==> config.mk <==
export PLATFORM = sky130hd
export DESIGN_NAME = key_unlock_det
export DESIGN_NICKNAME = d
export VERILOG_FILES = /design/src/rtl/kud_pkg.sv /design/src/rtl/kud_sync.sv /design/src/rtl/kud_fall_det.sv /design/src/rtl/kud_key_window.sv /design/src/rtl/key_unlock_det.sv
export SDC_FILE = /design/constraint.sdc
export NUM_CORES = 1
export LEC_CHECK = 0
export BUFFER_PORTS_ARGS = -buffer_cell sky130_fd_sc_hd__buf_2
export CORE_MARGIN = 5
export CORE_UTILIZATION = 60
export DETAILED_ROUTE_END_ITERATION = 12
export PLACE_DENSITY = 0.85
export SLEW_MARGIN = 20
export SYNTH_ARGS = -nofsm -noshare
export SYNTH_HDL_FRONTEND = slang
export SYNTH_SLANG_ARGS = --single-unit
==> constraint.sdc <==
create_clock -name clk -period 2.2 [get_ports clk]
set_input_delay 0.11 -clock clk [delete_from_list [all_inputs] [get_ports clk]]
set_output_delay 0.11 -clock clk [all_outputs]
set_load 0.1 [all_outputs]
==> src/rtl/kud_pkg.sv <==
package kud_pkg;
   // Bundle of the asynchronous serial lines, kept together so that they share one synchronizer.
   typedef struct packed {
      logic sclk;
      logic sdat;
      logic hold_n;
   } ser_lines_t;

   localparam int unsigned LINES_W = $bits(ser_lines_t);
   // Reset value of the bundle: the clock and data lines idle low, the hold pin idles released (high).
   localparam ser_lines_t LINES_IDLE = '{sclk: 1'b0, sdat: 1'b0, hold_n: 1'b1};
   localparam logic [31:0] DEFAULT_KEY = 32'h4D434850;
endpackage

==> src/rtl/kud_sync.sv <==
module kud_sync #(
   parameter int unsigned WIDTH = 1,
   parameter int unsigned STAGES = 2,
   parameter logic [WIDTH-1:0] RST_VAL = '0
) (
   input  logic             clk,
   input  logic             rst_n,
   input  logic [WIDTH-1:0] d,
   output logic [WIDTH-1:0] q
);
   generate
      for (genvar i = 0; i < STAGES; i++) begin : g_stage
         logic [WIDTH-1:0] r;
         if (i == 0) begin : g_first
            always_ff @(posedge clk or negedge rst_n) begin
               if (!rst_n) r <= RST_VAL;
               else        r <= d;
            end
         end else begin : g_next
            always_ff @(posedge clk or negedge rst_n) begin
               if (!rst_n) r <= RST_VAL;
               else        r <= g_stage[i-1].r;
            end
         end
      end
   endgenerate

   assign q = g_stage[STAGES-1].r;
endmodule

==> src/rtl/kud_fall_det.sv <==
module kud_fall_det (
   input  logic clk,
   input  logic rst_n,
   input  logic lvl,
   output logic fall
);
   logic prev_q;

   always_ff @(posedge clk or negedge rst_n) begin
      if (!rst_n) prev_q <= 1'b0;
      else        prev_q <= lvl;
   end

   assign fall = prev_q & ~lvl;
endmodule

==> src/rtl/kud_key_window.sv <==
module kud_key_window #(
   parameter int unsigned KEY_W = 32,
   parameter logic [KEY_W-1:0] KEY_VAL = '0
) (
   input  logic clk,
   input  logic rst_n,
   input  logic clear,
   input  logic shift,
   input  logic bit_in,
   output logic hit
);
   logic [KEY_W-1:0] win_q;
   logic [KEY_W-1:0] win_nxt;

   // The newest bit enters at the top, so the oldest bit (the first one sent) ends up in bit 0.
   assign win_nxt = {bit_in, win_q[KEY_W-1:1]};
   assign hit     = ~clear & shift & (win_nxt == KEY_VAL);

   always_ff @(posedge clk or negedge rst_n) begin
      if (!rst_n)     win_q <= '0;
      else if (clear) win_q <= '0;
      else if (shift) win_q <= win_nxt;
   end
endmodule

==> src/rtl/key_unlock_det.sv <==
module key_unlock_det
   import kud_pkg::*;
#(
   parameter int unsigned SYNC_STAGES = 2,
   parameter int unsigned KEY_W = 32,
   parameter logic [KEY_W-1:0] KEY_VAL = KEY_W'(DEFAULT_KEY)
) (
   input  logic clk,
   input  logic rst_n,
   input  logic ser_clk_i,
   input  logic ser_dat_i,
   input  logic hold_n_i,
   input  logic lv_en_i,
   output logic prog_mode_o,
   output logic entry_pulse_o
);
   generate
      if (SYNC_STAGES < 2) begin : g_bad_sync
         $error("key_unlock_det: SYNC_STAGES must be at least 2");
      end
      if (KEY_W < 8) begin : g_bad_key
         $error("key_unlock_det: KEY_W must be at least 8");
      end
   endgenerate

   ser_lines_t raw_lines, syn_lines;
   logic       sclk_fall;
   logic       armed;
   logic       key_hit;
   logic       mode_q, pulse_q;

   assign raw_lines = '{sclk: ser_clk_i, sdat: ser_dat_i, hold_n: hold_n_i};

   kud_sync #(
      .WIDTH  (LINES_W),
      .STAGES (SYNC_STAGES),
      .RST_VAL(LINES_IDLE)
   ) u_sync (
      .clk  (clk),
      .rst_n(rst_n),
      .d    (raw_lines),
      .q    (syn_lines)
   );

   kud_fall_det u_fall (
      .clk  (clk),
      .rst_n(rst_n),
      .lvl  (syn_lines.sclk),
      .fall (sclk_fall)
   );

   // Detection is armed only while the pin is held, entry is allowed and the mode is not yet active.
   assign armed = ~syn_lines.hold_n & lv_en_i & ~mode_q;

   kud_key_window #(
      .KEY_W  (KEY_W),
      .KEY_VAL(KEY_VAL)
   ) u_win (
      .clk   (clk),
      .rst_n (rst_n),
      .clear (~armed),
      .shift (sclk_fall),
      .bit_in(syn_lines.sdat),
      .hit   (key_hit)
   );

   always_ff @(posedge clk or negedge rst_n) begin
      if (!rst_n) begin
         mode_q  <= 1'b0;
         pulse_q <= 1'b0;
      end else begin
         pulse_q <= 1'b0;
         if (syn_lines.hold_n) begin
            mode_q <= 1'b0;
         end else if (key_hit) begin
            mode_q  <= 1'b1;
            pulse_q <= 1'b1;
         end
      end
   end

   assign prog_mode_o   = mode_q;
   assign entry_pulse_o = pulse_q;
endmodule

Word-level counts from Yosys, hierarchy flattened
Index checks and enable logic that the tools add are counted.

Register bits after elaboration: 41. Output and inout bits: 2. Logic and storage cells: 23.

Equality and inequality tests: 2. Multiplexer cells: 6. Bitwise operators: 8. Reductions and logical operators: 1.

Operator list (number): 32-bit 2-to-1 mux (2); 32-bit by 31-bit == test with 1-bit output, second input constant (1); 1-bit AND (5); 1-bit 2-to-1 mux (4); 1-bit NOT (3); 2-bit by 1-bit inequality test with 1-bit output, second input constant (1); 2-bit nonzero test (1).

Longest topological paths before layout
Gate-level depths: netlist of the first run.

Word-level depth: 7. Gate-level depth with buffers: 5.

Cells and area by module
A second synthesis of the first run with hierarchy kept.

Cells, all modules: 125. Area total of the unflattened synthesis: 1641.6 um^2.

Modules (own cells, without submodules): kud_key_window (times used 1, cells each 112, area each 1372.6 um^2, seq. area each 775.7 um^2); kud_sync (times used 1, cells each 6, area each 152.6 um^2, seq. area each 152.6 um^2); key_unlock_det (times used 1, cells each 5, area each 77.6 um^2, seq. area each 50.0 um^2); kud_fall_det (times used 1, cells each 2, area each 38.8 um^2, seq. area each 25.0 um^2).

Worst setup path after synthesis of the first run
OpenSTA, ideal clock, no wires.

Path kind: register -> register. From: register mode_q, in the netlist prog_mode_o. To: register u_win.win_q[10]. Arrival time: 1720 ps. Setup slack: 359 ps. Cell stages (with the launch flop): 6. Cell sequence: dfrtp_1 -> nor2_1 -> and3_4 -> buf_6 -> buf_6 -> a22o_1.

Cells in the longest elaborated chain, start to end: 3. Elaborated cells between the ends (all ways): 4. Those cells by class: 1 x eq/ne; 1 x mux; 2 x bitwise.

Ends and longest elaborated chain: start, declared (RTL line key_unlock_det.sv:30) `logic mode_q, pulse_q;`; start signal, assigned (RTL line key_unlock_det.sv:69) `mode_q <= 1'b0;`; start signal, assigned (RTL line key_unlock_det.sv:74) `mode_q <= 1'b0;`; start signal, assigned (RTL line key_unlock_det.sv:76) `mode_q <= 1'b1;`; 1-bit NOT * (RTL line key_unlock_det.sv:53) `assign armed = ~syn_lines.hold_n & lv_en_i & ~mode_q;`; 1-bit AND * (RTL line key_unlock_det.sv:53); 2-bit by 1-bit inequality test with 1-bit output (no source line) or 32-bit 2-to-1 mux (tied branches); end signal, assigned (RTL line kud_key_window.sv:22) `else if (shift) win_q <= win_nxt;`; end, declared (RTL line kud_key_window.sv:12) `logic [KEY_W-1:0] win_q;`.

Every way passes the cells marked *; elsewhere a longest branch is shown, timed or not. A chain may end at the register's enable or synchronous reset.

Worst setup path after layout of the first run
From: register mode_q, in the netlist prog_mode_o. To: register u_win.win_q[24].

The elaborated chain is that of the path after synthesis.

==> impl_metrics.toml, run 1 <==
[status]
status = "complete, no violations"

[critical_path]
worstReg2RegEnd = "u_win.win_q[24]"
cp_max_fo = 31
timing.critical_path.required_ns = 2.47
nature_of_the_critical_path_startpoint = "flop"
worst_setup_path_end_kind = "flop"
cp_data_arrival_time_ns = 2.01
timing_worst_setup_path_type = "flop to flop"
timing.reg2reg.setup_slack_ns = 0.46
worstRegToRegCells = 3
worst_r2r_startpoint = "prog_mode_o"

[placed_design]
dp_hpwl_um = 1410
dpl_cell_area_um2 = 1480
globalplace.congestion = 0.774
port-buffer-count = 7
post-place-cells = 126

[yosys]
yosysWarningCount = 0
synth_edf_count = 0
synthDistinctLibCells = 17
seq_area_frac_synth = 0.672
synthTopCellsByArea = "dfrtp_1, a22o_1, buf_6, dfstp_2, and4b_1"
syn_avg_cell_area_um2 = 15.4
netlist_instances = 97
ys_async_sr_fraction = 1.00
postSynthNetCount = 103
synth_area_leader_cell = "dfrtp_1"
synth_seq_cells = 40
synthesis.area_um2 = 1490
yosys.area.top_type_share = 0.637
ys.flop_type = "dfrtp_1"

[finish]
drive_gt1_frac = 0.159
number_of_antenna_repair_diodes = 0
final_util = 0.645
area_growth_syn_to_layout_pct = 5.02
design_area_um2 = 1570
final-instance-count-excl-fill = 137
num-nets-final = 113

[route]
drt_pass_1_iters = 4
ant_nets = 0
detail_routed_net_length_per_standard_cell_um = 16.4
vias = 864
detail_route.wirelength_um = 2250
initialDrtViolationCount = 19
drc_errors = 0
vias_per_cell = 6.31

[min_path]
hold_end = "entry_pulse_o"
hold_path.class = "primary input to flop"
worst_hold_startpoint = "lv_en_i"
whs_path_depth = 3

[timing]
clock.fmax_mhz = 575
setup_violations = 0
finalSetupTns_ns = 0
timing.final.crit_share = 0.791
timing_max_transition_violations_final = 0
period_minus_slack_ns = 1.74
worst_slew_margin_rel = 0.332
worst-slew-pin-transition_ns = 1.00
final.setup_skew_ns = 0.0114
hold_viol = 0
rsz0062_at_grt = "false"

[power_and_ir_drop]
power_frac_comb = 0.036
total_switching_power_uw = 241
design_power_total_mw = 1.11
power_frac_seq = 0.671
power_switching_share = 0.216
leak_pwr_nw = 0.746
cellPowerDensity_nw_per_um2 = 710
clock_power_share = 0.293
intPower_uw = 873
worst_ir_drop_vdd_uv = 634

[floorplanning]
fp.coreArea_um2 = 2430
fp.dieW_um = 59.9
initial_core_util = 0.614
floorplan.rows = 18
io_pins = 8
dieHeight_um = 59.9
floorplan.die_area_um2 = 3590

[clock_network]
htree_num_levels = 2
cts_max_path_buffers = 2
clkSinkCount = 40
worstSkewPairLatency_ns = 0.33
cts_inserted_buffers = 5
clock_slew_at_the_register_clock_pins_of_the_worst_setup_and_hold_paths_ns = 0.10
clockRootBuffer = "clkbuf_4"
clock_tree_from_tritoncts = "built"
cts.repair_timing.setup_buffer_count = 0

[global_route]
grt_overflow_total = 0
grt_start_max_net_pins = 41
first_pass_grt_wire_length_um = 4010
gr-usage-all-layers = 0.152
via_count_of_the_first_global_routing_pass = 859
antenna_found_initial = 0

[job]
max-cap-violations = 0
==> state kept, by name, summed over array words and instances (netlist names) <==
signal            cells
u_win.win_q          31
u_sync.g_stage.r      3
u_sync.q              3
entry_pulse_o         1
prog_mode_o           1
u_fall.prev_q         1
==> what timing repair did <==
action / 4_1_cts / 5_1_grt
gates resized for setup: 0 / 0
endpoints found under the setup margin: 0 / 0
hold buffers: 4 / 0
hold endpoints to repair: 41 / 0
==> power by group through the flow <==
stage / sequential, mW / combinational (mW) / clock, mW
2_1_floorplan: 0.760 / 0.0255 / 0
3_5_place_dp: 0.761 / 0.0362 / 0
3_3_place_gp: 0.761 / 0.0349 / 0
5_1_grt: 0.748 / 0.0470 / 0.376
6_report: 0.747 / 0.0406 / 0.326
4_1_cts: 0.747 / 0.0415 / 0.340
==> worst max path at each step <==
stage | startpoint | end | slack (ns) | cells after the start
finish | prog_mode_o | u_win.win_q[24] | 0.46 | 3
global route | prog_mode_o | u_win.win_q[14] | 0.23 | 3
CTS | prog_mode_o | u_win.win_q[3] | 0.46 | 3
detailed placement | prog_mode_o | u_win.win_q[3] | 0.46 | 3
global placement | u_fall.prev_q | u_win.win_q[26] | 0.54 | 3
floorplan | prog_mode_o | u_win.win_q[10] | 0.36 | 5
==> kinds of logic (layout without fill, tap and decap cells) <==
| kind of cell | after synthesis | in the layout | synth area share |
|---|---|---|---|
| AOI/OAI and AO/OA | 32 | 32 | 0.188 |
| buffers and inverters | 9 | 19 | 0.0586 |
| DFF | 40 | 40 | 0.672 |
| and+or+nand+nor | 16 | 16 | 0.0821 |
==> synth_stat cells, types with 2 or more instances <==
library cell and count:
buf_6 7, a22o_1 31, dfrtp_1 38, nor4b_1 2, dfstp_2 2, nor4_1 3
nand4_1 3, and4b_1 2
==> layout by cell type, fill, tap and decap left out, drive strengths merged <==
| cell type | count |
|---|---|
| nor2b | 1 |
| buf | 7 |
| nor4 | 3 |
| dfstp | 2 |
| and3b | 1 |
| a22o | 31 |
| nor3 | 1 |
| clkinv | 1 |
| dfrtp | 38 |
| dlygate4sd3 | 4 |
| clkbuf | 6 |
| inv | 1 |
| o32ai | 1 |
| nor4b | 2 |
| and4b | 2 |
| nand4 | 3 |
| nor4bb | 1 |
| and3 | 1 |
| nor2 | 1 |
==> layer usage <==
metal	wire [µm]	track usage	up-vias
met5	0	0	-
met4	32	0.0601	0
met3	132	0.0475	5
met2	1060	0.219	31
met1	1030	0.216	433
li1	-	-	395
==> per-stage QoR <==
stage	hold slack, ns	setup slack (ns)
after floorplan	-0.186	0.359
after global placement	0.217	0.541
after detailed placement	0.219	0.463
after CTS	0.0842	0.457
after global routing	0.0977	0.232
final	0.102	0.461
==> cell type report <==
class | instances | area (µm²)
flip-flops and latches | 40 | 1000
fillers | 181 | 863
multi-input cells | 48 | 403
repair buffers | 11 | 75.1
clock buffers | 6 | 41.3
well taps | 30 | 37.5
clock inverters | 1 | 5.00
inverters | 1 | 3.75
==> critical path, cell delays in order (launching register included) <==
cell	delay, ns
dfrtp_1	0.41
nor2_1	0.17
and3b_1	0.86
a22o_1	0.25
(Power assumes the default switching activity.)
==> inputs of run 2 (changes only) <==
--- a/config.mk
+++ b/config.mk
@@ -5,11 +5,12 @@
 export SDC_FILE = /design/constraint.sdc
 export NUM_CORES = 1
 export LEC_CHECK = 0
+export ABC_AREA = 1
 export BUFFER_PORTS_ARGS = -buffer_cell sky130_fd_sc_hd__buf_2
 export CORE_MARGIN = 5
-export CORE_UTILIZATION = 60
+export CORE_UTILIZATION = 53
 export DETAILED_ROUTE_END_ITERATION = 12
-export PLACE_DENSITY = 0.85
+export PLACE_DENSITY = 0.8
 export SLEW_MARGIN = 20
 export SYNTH_ARGS = -nofsm -noshare
 export SYNTH_HDL_FRONTEND = slang
==> constraint.sdc (replaced) <==
create_clock -name clk -period 1.6 [get_ports clk]
set_input_delay 0.08 -clock clk [delete_from_list [all_inputs] [get_ports clk]]
set_output_delay 0.08 -clock clk [all_outputs]
set_load 0.1 [all_outputs]
==> impl_metrics.toml, run 2 <==
[timing]
worst-slew-pin-transition_ns = 0.486
clock.fmax_mhz = 748
finalSetupTns_ns = 0
worst_slew_margin_rel = 0.678
timing_max_transition_violations_final = 0
period_minus_slack_ns = 1.34
hold_ws_ns = 0.105
timing.final.crit_share = 0.836
setup_violations = 0
rsz0062_at_grt = "false"
hold_viol = 0
final.setup_skew_ns = 0.00920

[critical_path]
timing_worst_setup_path_type = "flop to output port"
timing.critical_path.required_ns = 1.52
crit_chain = "buf_2"
cp_num_cells = 1
critical_path_buf_inv_count = 1
critical_path.top_delay_family = "buffers and inverters"
setup.worst_path.start = "prog_mode_o"
critical_path.endpoint = "prog_mode_o"
cp_data_arrival_time_ns = 1.26
worst_setup_path_end_kind = "output port"
crit_slowest_cell = "buf_2"
worstRegToRegCells = 7
timing.reg2reg.setup_slack_ns = 0.33
cp_max_fo = 3
worst_path_largest_cell_delay_ns = 0.46
worstReg2RegEnd = "prog_mode_o"
nature_of_the_critical_path_startpoint = "flop"
worst_r2r_startpoint = "u_sync.q[0]"

[route]
vias = 1001
vias_per_cell = 5.11
initialDrtViolationCount = 27
drc_errors = 0
drt_pass_1_iters = 4
detail_routed_net_length_per_standard_cell_um = 12.6
ant_nets = 0
detail_route.wirelength_um = 2480

[power_and_ir_drop]
cellPowerDensity_nw_per_um2 = 946
leak_pwr_nw = 0.774
worst_ir_drop_vdd_uv = 697
design_power_total_mw = 1.61

[global_route]
grt_start_max_net_pins = 41
grt_overflow_total = 0
gr-usage-all-layers = 0.141
first_pass_grt_wire_length_um = 4440
antenna_found_initial = 0
via_count_of_the_first_global_routing_pass = 1026

[floorplanning]
initial_core_util = 0.561
fp.coreArea_um2 = 2810
floorplan.die_area_um2 = 4160
dieHeight_um = 64.5
io_pins = 8
floorplan.rows = 19
fp.dieW_um = 64.5

[yosys]
yosys-top-cells-count = "dfrtp_1, inv_1, o22ai_1"
yosys.area.top_type_share = 0.605
ys.flop_type = "dfrtp_1"
seq_area_frac_synth = 0.638
syn_avg_cell_area_um2 = 10.5
synth.most_common_cell = "dfrtp_1"
synthTopCellsByArea = "dfrtp_1, o22ai_1, inv_1, nand2_1, buf_6"
synth_edf_count = 0
netlist_instances = 150
synthDistinctLibCells = 16
yosysWarningCount = 0
synthesis.area_um2 = 1570
synth_seq_cells = 40
ys_async_sr_fraction = 1.00
synth_area_leader_cell = "dfrtp_1"
postSynthNetCount = 156

[status]
status = "complete, no violations"

[clock_network]
clkSinkCount = 40
cts_inserted_buffers = 5
clock_slew_at_the_register_clock_pins_of_the_worst_setup_and_hold_paths_ns = 0.11
cts.repair.resized = 0
htree_num_levels = 2
clock_tree_from_tritoncts = "built"
clockRootBuffer = "clkbuf_4"
worstSkewPairLatency_ns = 0.35
cts_max_path_buffers = 2

[finish]
area_growth_syn_to_layout_pct = 8.43
largest_reg_flops = 31
drive_gt1_frac = 0.145
final-instance-count-excl-fill = 196
regMostFlops = "u_win.win_q"
layout.cells.most_common = "dfrtp_1"
fillers = 222
number_of_antenna_repair_diodes = 0
final_cell_mix = "dfrtp_1, inv_1, o22ai_1"
num-nets-final = 170

[min_path]
worst_hold_startpoint = "lv_en_i"
hold_path.class = "primary input to flop"

[placed_design]
post-place-cells = 184
port-buffer-count = 7
dp_hpwl_um = 1630
globalplace.congestion = 0.720

[job]
max-cap-violations = 0
[run 2: power by group]
part           switching (mW)  internal, mW
Clock                   0.297         0.217
Combinational          0.0465        0.0255
Sequential            0.00449          1.02
Total                   0.348          1.26
[run 2: worst min-delay path by stage]
stage,to,slack [ns],cells after the start
4_1_cts,u_win.win_q[31],0.10,5
3_5_place_dp,u_win.win_q[20],0.16,2
3_3_place_gp,u_win.win_q[19],0.14,2
5_1_grt,u_win.win_q[31],0.12,5
2_1_floorplan,entry_pulse_o,-0.22,0
6_report,u_win.win_q[31],0.10,5
[run 2: cells by family (layout without fill, tap and decap cells)]
kind of cell,after synthesis,after routing,synth area share
AOI/OAI and AO/OA,32,32,0.132
buffers and inverters,40,55,0.124
DFF,40,40,0.638
and+or+nand+nor,38,38,0.106
[run 2: metrics by stage]
stage          utilization  cell area, µm²  setup WS (ns)
3_5_place_dp         0.573            1610          0.322
2_1_floorplan            -            1570         0.0524
3_3_place_gp         0.573            1610          0.366
4_1_cts              0.608            1710          0.254
6_report             0.608            1710          0.262
5_1_grt              0.608            1710          0.230
[run 2: layer usage]
| metal | GRT usage | vias to the layer above | routed length, µm |
|---|---|---|---|
| met2 | 0.244 | 15 | 1280 |
| met1 | 0.153 | 472 | 1050 |
| met4 | 0.0686 | 0 | 60 |
| met3 | 0.0553 | 9 | 96 |
| met5 | 0 | - | 0 |
| li1 | - | 505 | - |
[run 2: what timing repair did]
item / in CTS / in global routing
endpoints found under the hold margin: 41 / 0
hold buffers: 4 / 0
buffers inserted: 0 / 0
[run 2: area by class of cell]
class / instances / area [µm²] / area share
clock buffer: 8 / 58.8 / 0.0345
inverter: 34 / 128 / 0.0748
multi-input combinational: 70 / 374 / 0.219
sequential: 40 / 1000 / 0.588
tap: 31 / 38.8 / 0.0227
timing repair buffer: 13 / 103 / 0.0602
